## src/rtl/rxbuf_pkg.sv

```systemverilog
// Shared widths and types for the two-entry receive buffer.
// Assumes a classic CAN payload of at most eight bytes.
package rxbuf_pkg;
    localparam int ID_W       = 29;
    localparam int DATA_BYTES = 8;
    localparam int DATA_W     = 8 * DATA_BYTES;
    localparam int LEN_W      = $clog2(DATA_BYTES + 1);
    localparam int DEPTH      = 2;
    localparam int CNT_W      = $clog2(DEPTH + 1);

    typedef struct packed {
        logic [ID_W-1:0]   id;
        logic              ext;
        logic [LEN_W-1:0]  len;
        logic [DATA_W-1:0] data;
    } rx_frame_t;

    // Source selected for the head entry on the next edge
    typedef enum logic [1:0] {
        HEAD_HOLD    = 2'd0,
        HEAD_LOAD_IN = 2'd1,
        HEAD_SHIFT   = 2'd2
    } head_src_e;
endpackage

```

## src/rtl/rxb_ctrl.sv

```systemverilog
// Occupancy controller: tracks how many frames are held and decides, per
// cycle, how the head and tail entries are loaded. A pop is applied before
// a write in the same cycle; a pop on an empty buffer is discarded.
// Assumes wr_valid and pop are single-cycle strobes.
module rxb_ctrl
    import rxbuf_pkg::*;
(
    input  logic             clk,
    input  logic             rst_n,
    input  logic             wr_valid,
    input  logic             pop,
    output head_src_e        head_src,
    output logic             tail_load,
    output logic             replace,
    output logic [CNT_W-1:0] count
);
    localparam logic [CNT_W-1:0] CNT_ZERO = '0;
    localparam logic [CNT_W-1:0] CNT_ONE  = CNT_W'(1);
    localparam logic [CNT_W-1:0] CNT_FULL = CNT_W'(DEPTH);

    logic             pop_ok;
    logic [CNT_W-1:0] count_nxt;

    // Decode the strobes into load controls and the next occupancy
    always_comb begin
        pop_ok    = pop && (count != CNT_ZERO);
        head_src  = HEAD_HOLD;
        tail_load = 1'b0;
        replace   = 1'b0;
        count_nxt = count;
        unique case ({wr_valid, pop_ok})
            2'b10: begin
                if (count == CNT_ZERO) begin
                    head_src  = HEAD_LOAD_IN;
                    count_nxt = CNT_ONE;
                end else if (count == CNT_ONE) begin
                    tail_load = 1'b1;
                    count_nxt = CNT_FULL;
                end else begin
                    tail_load = 1'b1;
                    replace   = 1'b1;
                end
            end
            2'b01: begin
                head_src  = HEAD_SHIFT;
                count_nxt = count - CNT_ONE;
            end
            2'b11: begin
                if (count == CNT_ONE) begin
                    head_src = HEAD_LOAD_IN;
                end else begin
                    head_src  = HEAD_SHIFT;
                    tail_load = 1'b1;
                end
            end
            default: ;
        endcase
    end

    // Occupancy register
    always_ff @(posedge clk) begin
        if (!rst_n) count <= CNT_ZERO;
        else        count <= count_nxt;
    end
endmodule

```

## src/rtl/rxb_slots.sv

```systemverilog
// Frame storage: a head entry and a tail entry. The head can hold, take
// the incoming frame or take the tail; the tail only takes the incoming
// frame. Assumes the controller never asks for an impossible move.
module rxb_slots
    import rxbuf_pkg::*;
(
    input  logic      clk,
    input  logic      rst_n,
    input  head_src_e head_src,
    input  logic      tail_load,
    input  rx_frame_t in_frame,
    output rx_frame_t head_frame
);
    rx_frame_t slot_q [DEPTH];

    // Head entry update
    always_ff @(posedge clk) begin
        if (!rst_n) begin
            slot_q[0] <= '0;
        end else begin
            unique case (head_src)
                HEAD_LOAD_IN: slot_q[0] <= in_frame;
                HEAD_SHIFT:   slot_q[0] <= slot_q[1];
                default:      slot_q[0] <= slot_q[0];
            endcase
        end
    end

    // Tail entries (one for the default depth) take the incoming frame
    for (genvar g = 1; g < DEPTH; g++) begin : g_tail
        always_ff @(posedge clk) begin
            if (!rst_n)         slot_q[g] <= '0;
            else if (tail_load) slot_q[g] <= in_frame;
        end
    end

    assign head_frame = slot_q[0];
endmodule

```

## src/rtl/rxb_status.sv

```systemverilog
// Status logic: empty/full/interrupt from occupancy and the sticky overrun
// flag. A replacement wins over a clear in the same cycle.
module rxb_status
    import rxbuf_pkg::*;
(
    input  logic             clk,
    input  logic             rst_n,
    input  logic [CNT_W-1:0] count,
    input  logic             replace,
    input  logic             ovr_clear,
    output logic             empty,
    output logic             full,
    output logic             irq,
    output logic             overrun
);
    // Occupancy-derived status
    always_comb begin
        empty = (count == '0);
        full  = (count == CNT_W'(DEPTH));
        irq   = !empty;
    end

    // Sticky overrun flag, write-one-to-clear
    always_ff @(posedge clk) begin
        if (!rst_n)         overrun <= 1'b0;
        else if (replace)   overrun <= 1'b1;
        else if (ovr_clear) overrun <= 1'b0;
    end
endmodule

```

## src/rtl/rx_pair_buffer.sv

```systemverilog
// Two-entry receive buffer that keeps the oldest frame on overflow.
// Incoming frames are stored in order; on overflow the newer stored
// frame is replaced. The host reads the head and pops it.
// Assumes one write and one pop strobe at most per cycle.
module rx_pair_buffer
    import rxbuf_pkg::*;
(
    input  logic              clk,
    input  logic              rst_n,
    input  logic              wr_valid,
    input  logic [ID_W-1:0]   wr_id,
    input  logic              wr_ext,
    input  logic [LEN_W-1:0]  wr_len,
    input  logic [DATA_W-1:0] wr_data,
    input  logic              pop,
    input  logic              ovr_clear,
    output logic [ID_W-1:0]   rd_id,
    output logic              rd_ext,
    output logic [LEN_W-1:0]  rd_len,
    output logic [DATA_W-1:0] rd_data,
    output logic              empty,
    output logic              full,
    output logic              overrun,
    output logic              irq
);
    head_src_e        head_src;
    logic             tail_load;
    logic             replace;
    logic [CNT_W-1:0] count;
    rx_frame_t        in_frame;
    rx_frame_t        head_frame;

    // Pack the incoming fields into one frame
    always_comb begin
        in_frame.id   = wr_id;
        in_frame.ext  = wr_ext;
        in_frame.len  = wr_len;
        in_frame.data = wr_data;
    end

    rxb_ctrl u_ctrl (
        .clk       (clk),
        .rst_n     (rst_n),
        .wr_valid  (wr_valid),
        .pop       (pop),
        .head_src  (head_src),
        .tail_load (tail_load),
        .replace   (replace),
        .count     (count)
    );

    rxb_slots u_slots (
        .clk        (clk),
        .rst_n      (rst_n),
        .head_src   (head_src),
        .tail_load  (tail_load),
        .in_frame   (in_frame),
        .head_frame (head_frame)
    );

    rxb_status u_status (
        .clk       (clk),
        .rst_n     (rst_n),
        .count     (count),
        .replace   (replace),
        .ovr_clear (ovr_clear),
        .empty     (empty),
        .full      (full),
        .irq       (irq),
        .overrun   (overrun)
    );

    // Unpack the head frame onto the read port
    always_comb begin
        rd_id   = head_frame.id;
        rd_ext  = head_frame.ext;
        rd_len  = head_frame.len;
        rd_data = head_frame.data;
    end
endmodule

```

## config.mk

```make
export PLATFORM = sky130hd
export DESIGN_NAME = rx_pair_buffer
export DESIGN_NICKNAME = d
export VERILOG_FILES = /design/src/rtl/rxbuf_pkg.sv /design/src/rtl/rxb_ctrl.sv /design/src/rtl/rxb_slots.sv /design/src/rtl/rxb_status.sv /design/src/rtl/rx_pair_buffer.sv
export SDC_FILE = /design/constraint.sdc
export NUM_CORES = 1
export LEC_CHECK = 0
export BUFFER_PORTS_ARGS = -buffer_cell sky130_fd_sc_hd__buf_2
export CAP_MARGIN = 20
export CORE_UTILIZATION = 46
export DETAILED_ROUTE_END_ITERATION = 12
export PLACE_DENSITY = 0.77
export SLEW_MARGIN = 20
export SYNTH_ARGS = -nofsm -noshare
export SYNTH_HDL_FRONTEND = slang
export SYNTH_SLANG_ARGS = --single-unit
export TNS_END_PERCENT = 10
```

## constraint.sdc

```tcl
create_clock -name clk -period 4.8 [get_ports clk]
set_clock_uncertainty 0.1 [all_clocks]
set_input_delay 0.24 -clock clk [delete_from_list [all_inputs] [get_ports clk]]
set_output_delay 0.24 -clock clk [all_outputs]
set_load 0.1 [all_outputs]
```

### Word-level counts from Yosys, hierarchy flattened

Memories as Yosys holds them, arrays and structs flattened.
Index checks and enable logic that the tools add are counted.

| word-level totals | value |
|---|---|
| logic and storage cells | 54 |
| memories kept | 1 |
| input bits | 103 |
| bits in writable memories | 196 |
| output and inout port bits | 102 |
| flip-flop bits (word level) | 3 |

| cells by class | value |
|---|---|
| $add $sub $neg | 1 |
| equality and inequality tests | 8 |
| muxes and demuxes | 30 |
| reduce and logical (&&, ||, !) cells | 8 |
| bitwise logic cells | 4 |

Memory list:

| memory | depth | bits a word | read ports | clocked after memory_dff | write ports | RTL line | source |
|---|---|---|---|---|---|---|---|
| u_slots.slot_q | 2 | 98 | 2 | 0 | 2 | rxb_slots.sv:14 | `rx_frame_t slot_q [DEPTH];` |

Operators by type and width:

| cell | number |
|---|---|
| 98-bit 2-to-1 mux | 4 |
| 1-bit 2-to-1 mux | 20 |
| 2-bit equality test (second input constant) | 4 |
| 2-bit by 1-bit equality test with 1-bit output (second input constant) | 3 |
| 2-bit 2-to-1 mux | 3 |
| 2-bit case mux with 3 select lines | 1 |
| 2-bit nonzero test | 3 |
| 1-bit OR | 4 |
| 2-bit case mux with 2 select lines | 1 |
| 3-bit by 2-bit != test with 1-bit output (second input constant) | 1 |
| 2-bit logical NOT | 1 |
| 1-bit case mux with 2 select lines | 1 |
| 2-bit AND reduction | 1 |
| 2-bit OR reduction | 1 |
| 2-bit by 1-bit subtractor with 2-bit output (second input constant) | 1 |
| 1-bit logical AND | 1 |
| 1-bit logical NOT | 1 |

### Longest topological paths before layout

Gate-level depths: netlist (run 1).

| logic depth | value |
|---|---|
| depth in word-level cells | 11 |
| mapped depth | 13 |
| gate-level depth less buffers | 10 |

### By module

Synthesis (run 1) repeated with hierarchy kept, for this count alone.

| unflattened totals | value |
|---|---|
| cell total of the unflattened synthesis | 493 |
| area total of the unflattened synthesis | 8135.3 sq um |

Modules (own cells, without submodules):

| module | area each (sq um) | seq. area each (sq um) | cells an instance | instances |
|---|---|---|---|---|
| rxb_slots | 7838.8 | 5885.6 | 457 | 1 |
| rxb_ctrl | 241.5 | 40.0 | 30 | 1 |
| rxb_status | 55.1 | 20.0 | 6 | 1 |

### Worst setup path after synthesis (run 1)

Ideal clock, no wire load.

| timing | value |
|---|---|
| path type | reg2reg |
| start point | register u_ctrl.count[0] |
| end point | memory u_slots.slot_q[0][0] (netlist name), enable pin |
| library setup time | 0.460 ns |
| data arrival time | 5.760 ns |
| cell stages (with the launch flop) | 13 |
| required time | 4.240 ns |
| slack | -1.520 ns |
| buffers on the path | 2 |
| clock period less this slack | 6.320 ns |
| cells stage by stage | dfxtp_1 -> inv_1 -> ha_1 -> inv_1 -> nand2_1 -> inv_1 -> ha_1 -> and3b_1 -> nor4_4 -> buf_2 -> buf_4 -> o22ai_1 -> nand2_1 |

RTL lines:

| element | RTL line | source |
|---|---|---|
| start, declared | rxb_ctrl.sv:15 | `output logic [CNT_W-1:0] count` |
| start signal, assigned | rxb_ctrl.sv:63 | `else count <= count_nxt;` |
| end, declared | rxb_slots.sv:14 |  |

==> flow_summary.toml, run 1 <==
[setup_path]
cp_num_buf_inv = 4
reg2reg_from = "u_ctrl.count[0]"
path_delay_family = "buffers and inverters"
slowest_delay_ps = 490
startpoint = "u_ctrl.count[0]"
r2r_cells = 11
cpMostUsedCell = "inv_1"
r2r_end = "u_slots.slot_q[0][64]"
start_kind = "register"
slowest_stage = "nand2_4"
r2r_slack_ps = 1510
path_class = "register to register"
path_cells = "inv_1, ha_2, inv_1, nand2_1, inv_1, ha_1, a22oi_1, o22a_4, o22ai_1, nand2_4, buf_4"
worst-path-max-fanout = 43
required_ps = 4780
worstSetupEndpointType = "register"
arrival_ps = 3280

[clock_network]
clock_path_buffers = 2
numClockSinks = 199
cts_tree = "done"
clockRootBuffer = "clkbuf_16"
clk_pin_slew_ps = 70
cts_resized = 0
insertion_delay_ps = 420
cts_made_buffers = 17
htreeDepth = 4

[status]
run_status = "completed"

[cells_and_area]
final_util_pct = 59.3
nFillCells = 1378
seq_area_um2 = 5950
multi_input_area_um2 = 2250
final_cells = 1024
drive_above_1_share_pct = 31.1
syn_to_final_growth_pct = 24.5
fin_nets = 896

[floorplan]
io_pins = 205
start_util_pct = 47.6
die_area_um2 = 18700
rows = 48
coreArea_um2 = 17500
fp.dieH_um = 137
die_w_um = 137

[synth]
synth_compound_area_share_pct = 9.57
synth_seq_cells = 199
synth_simple_gate_area_share_pct = 15.6
ys_warn_count = 0
synth-adder-area-share_pct = 1.05
syn_nets = 681
ys_seq_area_share_pct = 71.2
synthMuxAreaShare_pct = 0.240
synthXorXnorAreaFrac_pct = 0
synth_area_um2 = 8350
synth_cell_types = 24
synth_top_family_by_area = "simple AND/OR/NAND/NOR gates"
synth_cells = 571
syn_avg_cell_area_um2 = 14.6

[global_routing]
antenna_found_initial = 0
grt_util_met1_pct = 24.4
track_usage_pct = 19.7
grt_pass1_wl_um = 27800
grt_pass1_vias = 5447
top_usage_layer = "met2"
overflow = 0
grt_util_met3_pct = 6.15
met2_usage_pct = 32.7
grt_max_degree = 99

[pwr]
p_leak_nw = 4.03
vdd_drop_max_mv = 0.457
finalPower_mw = 6.95
powerDensity_nw_per_um2 = 668

[routing]
dr.first_iter.drc_count = 334
vias_per_cell = 5.27
first_pass_iters = 5
drc = 0
ant_nets = 0
wl_per_cell_um = 17.6
vias = 5398
wl_um = 18000

[timing]
rsz0062_at_grt = "false"
finalHoldViolCount = 0
setup_viol = 0
hold_slack_ps = 13.8
max_slew.worst_pin.slew_ps = 1100
fmax_mhz = 303
min_period_over_period_pct = 68.6
fin_crit_ps = 3290
slew_headroom_pct = 26.5
slew_viol_final = 0
finalSetupTns_ps = 0

[place]
dp_hpwl_um = 10800
gp_congestion = 0.812
io_buffers = 204
place_inst = 967

[flow_run]
maxCapViolCount = 0

[hold_path]
holdCritStartpoint = "wr_data[27]"
hold_class = "primary input to register"
whs_path_depth = 2
hold_path_end = "u_slots.slot_q[1][27]"
==> registers in the layout, indices dropped and copies added, names as in the netlist <==
signal and count:
u_ctrl.count 2, u_slots.slot_q 196, u_status.overrun 1
==> layout by cell type, fill, tap and decap left out, types with 2 or more instances in the layout <==
cell	n
inv_6	3
dfxtp_1	3
clkinvlp_4	5
nor2b_1	99
buf_2	204
inv_1	6
and2_1	99
ha_1	6
clkbuf_16	17
nand2b_1	2
clkinv_1	2
o21ai_0	3
o22ai_1	2
buf_4	9
dlygate4sd3_1	25
a22oi_1	99
mux2i_1	2
edfxtp_1	196
==> cell families (layout without fill, tap and decap cells) <==
kind of cell | after synthesis | count (layout)
compound gates | 108 | 108
fa+ha+maj | 7 | 7
buf+inv | 48 | 275
flops | 199 | 199
mux | 2 | 2
other cells | 0 | 1
simple gates | 207 | 207
==> how the worst max path moves through the flow <==
stage	to	slack, ps	cells after the start
3_3_place_gp	u_slots.slot_q[0][62]	1660	11
5_1_grt	u_slots.slot_q[0][62]	1240	11
6_report	u_slots.slot_q[0][64]	1510	11
4_1_cts	u_slots.slot_q[0][61]	1480	11
2_1_floorplan	u_slots.slot_q[0][0]	400	12
3_5_place_dp	u_slots.slot_q[0][61]	1490	11
==> final cells by class <==
class	count	share of cell area, %
clock inverters	14	1.22
repair buffers	238	12.9
inverters	6	0.217
multi-input cells	324	21.7
well taps	225	2.71
clock buffers	17	4.09
flip-flops and latches	199	57.2
diodes	1	0.0241
==> synthesized netlist by cell type, drive strengths merged <==
master,n,area share (%)
and3b,1,0.10
buf,7,0.48
o22ai,2,0.15
nand2b,2,0.15
clkbuf,35,1.6
dfxtp,3,0.72
nor4,1,0.25
and2,99,7.4
nand3,1,0.060
o22a,1,0.10
o21bai,1,0.090
a21oi,1,0.060
inv,6,0.27
a22oi,99,8.9
nor2b,99,7.4
nand2,2,0.090
mux2i,2,0.24
nor3b,1,0.090
nor2,1,0.045
a21boi,1,0.090
ha,7,1.0
edfxtp,196,70
o21ai,3,0.18
==> routing by layer <==
| layer | part of all wire (%) | up-vias |
|---|---|---|
| li1 | - | 2532 |
| met1 | 41 | 2663 |
| met2 | 50 | 181 |
| met3 | 7.5 | 22 |
| met4 | 1.4 | 0 |
| met5 | 0 | - |
==> power by group <==
part | switching, mW | internal [mW]
clock network | 0.649 | 0.718
logic | 2.41 | 0.502
registers | 0.127 | 2.54
total | 3.19 | 3.76
==> through the flow <==
stage / instance area, µm² / setup WS (ps)
after floorplan: 8370 / 395
after global placement: 9590 / 1660
after detailed placement: 9590 / 1490
after CTS: 10400 / 1480
after global routing: 10400 / 1240
final: 10400 / 1510
==> what timing repair did <==
item                                    CTS  global route
hold buffers                             25             0
endpoints found under the setup margin    0             0
hold endpoints to repair                 25             0
setup buffers                             0             0
Power figures use the tool's default switching activity.
==> run 2: changes to the inputs <==
- PLACE_DENSITY: 0.77 -> 0.74
- clock period: 4.8 -> 3.1 ns (I/O delays scaled with it)
==> flow_summary.toml, run 2 (same netlist as run 1, synthesis figures left out) <==
[floorplan]
die_w_um = 137
die_area_um2 = 18700
coreArea_um2 = 17500
io_pins = 205
start_util_pct = 47.6
rows = 48
fp.dieH_um = 137

[routing]
wl_um = 19500
drc = 0
dr.first_iter.drc_count = 429
vias = 5819
ant_nets = 0
wl_per_cell_um = 17.7
vias_per_cell = 5.28
first_pass_iters = 5

[global_routing]
overflow = 0
grt_pass1_wl_um = 30100
grt_pass1_vias = 5926
track_usage_pct = 21.7
grt_max_degree = 99
antenna_found_initial = 0

[pwr]
p_switching_mw = 5.02
clkPwrFrac_pct = 19.8
seq_power_share_pct = 37.4
switching_share_pct = 45.2
p_int_mw = 6.08
powerDensity_nw_per_um2 = 981
vdd_drop_max_mv = 0.512
p_comb_share_pct = 42.8
p_leak_nw = 4.40

[setup_path]
path_cells = "inv_2, ha_4, clkinvlp_4, nand2_2, inv_2, ha_4, and3b_2, nor4_4, o22ai_4, nand2_8, buf_4"
worst-path-max-fanout = 36
slowest_stage = "nor4_4"
r2r_cells = 11
slowest_delay_ps = 440
worstSetupEndpointType = "register"
arrival_ps = 2840
required_ps = 3130
path_class = "register to register"
start_kind = "register"

[cells_and_area]
syn_to_final_growth_pct = 35.6
fin_nets = 974
design_area_um2 = 11300
largest_register_ff_count = 196
top_register = "u_slots.slot_q"
layout_common_cells = "204 x buf_2, 196 x edfxtp_1"
mostFrequentLayoutCell = "buf_2"
n_antenna_cell = 0
top_regs = "u_slots.slot_q x196, u_ctrl.count x2, u_status.overrun x1"
drive_above_1_share_pct = 29.9
final_util_pct = 64.6

[timing]
slew_headroom_pct = 53.6
fmax_mhz = 355
min_period_over_period_pct = 90.8
finalHoldViolCount = 0
max_slew.worst_pin.slew_ps = 696
fin_crit_ps = 2820
rsz0062_at_grt = "false"
slew_viol_final = 0
setup_viol = 0

[flow_run]
maxCapViolCount = 0

[clock_network]
cts_made_buffers = 17
hold_buffers = 99
insertion_delay_ps = 420
numClockSinks = 199
post-cts-setup-buffers = 0
cts_resized = 0
clock_path_buffers = 2
clk_pin_slew_ps = 70
htreeDepth = 4
cts_tree = "done"
clockRootBuffer = "clkbuf_16"

[place]
gp_congestion = 0.796
io_buffers = 204
place_area_um2 = 9750
dp_hpwl_um = 11400

[hold_path]
whs_path_depth = 3
hold_class = "primary input to register"

[status]
run_status = "completed"
==> run 2: changes by cell type in the layout (fill, tap and decap cells not counted), sizes merged <==
cell	delta
inv	-1
buf	+4
clkinv	+2
clkinvlp	-2
diode	-1
clkbuf	+1
dlygate4sd3	+74
bufinv	+1
==> run 2: layout make-up <==
type	count	area (µm²)
inverters	6	26.3
well taps	225	282
clock inverters	14	150
multi-input cells	324	2300
fillers	1256	6210
flip-flops and latches	199	5950
clock buffers	18	429
repair buffers	316	2180
==> run 2: through the flow <==
step / instances / total power, mW / worst slack [ps] / setup TNS, ps / hold slack [ps]
after detailed placement: 971 / 8.86 / 284 / 0 / 354
final: 1102 / 11.1 / 284 / 0 / 248
after global placement: 971 / 8.76 / 386 / 0 / 351
after global routing: 1102 / 11.5 / 162 / 0 / 256
after floorplan: 571 / 7.98 / -677 / -96700 / 253
after CTS: 1102 / 11.1 / 269 / 0 / 217
==> run 2: per-layer routing <==
metal  part of all wire [%]  wire length [µm]  up-vias  GRT usage [%]
li1                       -                 -     2695              -
met1                     41              7960     2867           26.5
met2                     50              9820      229           36.8
met3                    7.0              1360       28           5.70
met4                    1.7               330        0           8.27
met5                      0                 0        -              0
==> run 2: power groups by stage <==
stage | logic (mW) | registers (mW) | clock network (mW)
6_report | 4.76 | 4.15 | 2.20
3_5_place_dp | 4.66 | 4.20 | 0
3_3_place_gp | 4.58 | 4.18 | 0
5_1_grt | 4.99 | 4.22 | 2.32
4_1_cts | 4.76 | 4.15 | 2.22
2_1_floorplan | 1.41 | 6.56 | 0
==> run 2: worst max-delay path, delay by kind of cell (launching register included) <==
family          cells  cell delay, ps
buf+inv             4             530
simple gates        4            1070
compound gates      1             140
flops               1             340
fa+ha+maj           2             350
==> run 2: final timing paths <==
kind	startpoint	endpoint	slack (ps)
max	u_ctrl.count[1]	u_slots.slot_q[0][43]	280
max reg2reg	u_ctrl.count[1]	u_slots.slot_q[0][43]	280
min reg2reg	u_ctrl.count[0]	u_ctrl.count[0]	420
min	rst_n	u_ctrl.count[0]	250
==> run 3: changes to the inputs <==
- GPL_TIMING_DRIVEN: unset -> 0
- clock period: 3.1 -> 3.55 ns (I/O delays scaled with it)
==> flow_summary.toml, run 3 (same netlist as run 1, synthesis figures left out) <==
[clock_network]
clockRootBuffer = "clkbuf_16"
clk_pin_slew_ps = 70
cts_tree = "done"
insertion_delay_ps = 420
clock_path_buffers = 2
numClockSinks = 199
htreeDepth = 4
cts_made_buffers = 17

[routing]
drc = 0
dr.first_iter.drc_count = 374
met3_length_um = 1010
vias_per_cell = 5.08
ant_nets = 0
drt-met1-wl_um = 8460
met2_length_um = 9680
wl_um = 19400
first_pass_iters = 4
vias = 5768
top_layer = "met4"
wl_per_cell_um = 17.1

[pwr]
clkPwrFrac_pct = 19.4
seq_power_share_pct = 37.5
finalPower_mw = 9.65
vdd_drop_max_mv = 0.431
p_leak_nw = 4.42
switching_share_pct = 45.1
p_switching_mw = 4.36
p_int_mw = 5.30
powerDensity_nw_per_um2 = 850
p_comb_share_pct = 43.2

[cells_and_area]
top_register = "u_slots.slot_q"
mostFrequentLayoutCell = "buf_2"
layout_common_cells = "208 x buf_2, 196 x edfxtp_1"
syn_to_final_growth_pct = 36.1
fin_nets = 1007
final_cells = 1136
largest_register_ff_count = 196
top_regs = "u_slots.slot_q x196, u_ctrl.count x2, u_status.overrun x1"
drive_above_1_share_pct = 28.4

[setup_path]
worstSetupEndpointType = "register"
arrival_ps = 3160
worst-path-max-fanout = 49
reg2reg_from = "u_ctrl.count[0]"
startpoint = "u_ctrl.count[0]"
start_kind = "register"
required_ps = 3500
path_class = "register to register"

[floorplan]
rows = 48
die_w_um = 137
fp.dieH_um = 137
start_util_pct = 47.6
die_area_um2 = 18700
coreArea_um2 = 17500
io_pins = 205

[place]
gp_congestion = 0.773
io_buffers = 204
dp_hpwl_um = 12300
place_inst = 1002

[timing]
max_slew.worst_pin.slew_ps = 902
fin_crit_ps = 3210
rsz0062_at_grt = "false"
min_period_over_period_pct = 90.4
fmax_mhz = 312
setup_viol = 0
slew_viol_final = 0
slew_headroom_pct = 39.8
finalHoldViolCount = 0

[hold_path]
holdCritStartpoint = "rst_n"
hold_class = "primary input to register"

[global_routing]
antenna_found_initial = 0
grt_max_degree = 99
overflow = 0
grt_pass1_wl_um = 29800
track_usage_pct = 21.5
grt_pass1_vias = 5716

[flow_run]
maxCapViolCount = 0

[status]
run_status = "completed"
==> run 3: cell type report <==
class,instances,area (µm²)
fillers,1288,6170
flip-flops and latches,199,5950
multi-input cells,325,2300
repair buffers,306,2060
clock buffers,20,437
well taps,225,282
plain buffers,42,179
clock inverters,12,126
inverters,6,26.3
diodes,1,2.50
==> run 3: final timing paths <==
kind                           end  slack [ps]  cells after the start
max reg2reg  u_slots.slot_q[0][24]         340                     12
min          u_slots.slot_q[0][15]         320                      3
min reg2reg        u_ctrl.count[0]         420                      2
max          u_slots.slot_q[0][24]         340                     12
==> run 3: critical path, cell delays in order, from the launching register on <==
cell        delay [ps]
dfxtp_2            330
inv_2               80
ha_4               190
clkinvlp_4         130
nand2_2            110
inv_2               80
ha_4               160
and3b_2            230
o22a_1             200
buf_2              220
clkbuf_2           260
o22ai_4            370
nand2_8            330
==> run 3: what timing repair did <==
action | 4_1_cts | 5_1_grt
endpoints found under the hold margin | 100 | 0
gates resized for setup | 1 | 1
pin swaps | 1 | 0
setup buffers | 1 | 0
hold buffers | 99 | 0
setup endpoints to repair | 98 | 98
gates cloned | 0 | 1
==> run 3: power by group through the flow <==
| stage | clock, mW | sequential, mW | combinational [mW] |
|---|---|---|---|
| 2_1_floorplan | 0 | 5.73 | 1.23 |
| 3_5_place_dp | 0 | 3.66 | 4.06 |
| 6_report | 1.87 | 3.62 | 4.17 |
| 4_1_cts | 1.91 | 3.62 | 4.16 |
| 3_3_place_gp | 0 | 3.66 | 3.97 |
| 5_1_grt | 2.00 | 3.67 | 4.37 |
==> run 3: routing by layer <==
metal / track usage [%] / vias up
li1: - / 2762
met3: 4.78 / 23
met5: 0 / -
met2: 34.8 / 180
met4: 7.28 / 0
met1: 28.5 / 2803
==> run 3: metrics by stage <==
step | setup TNS [ps] | worst slack (ps) | hold WS [ps] | utilization, % | area [µm²]
after global placement | -17180 | -179 | 374 | 55.5 | 9740
final | 0 | 342 | 319 | 64.8 | 11400
after CTS | 0 | 142 | 306 | 64.7 | 11300
after detailed placement | -23150 | -241 | 376 | 55.8 | 9780
after floorplan | -22210 | -227 | 276 | - | 8440
after global routing | 0 | 198 | 344 | 64.8 | 11400
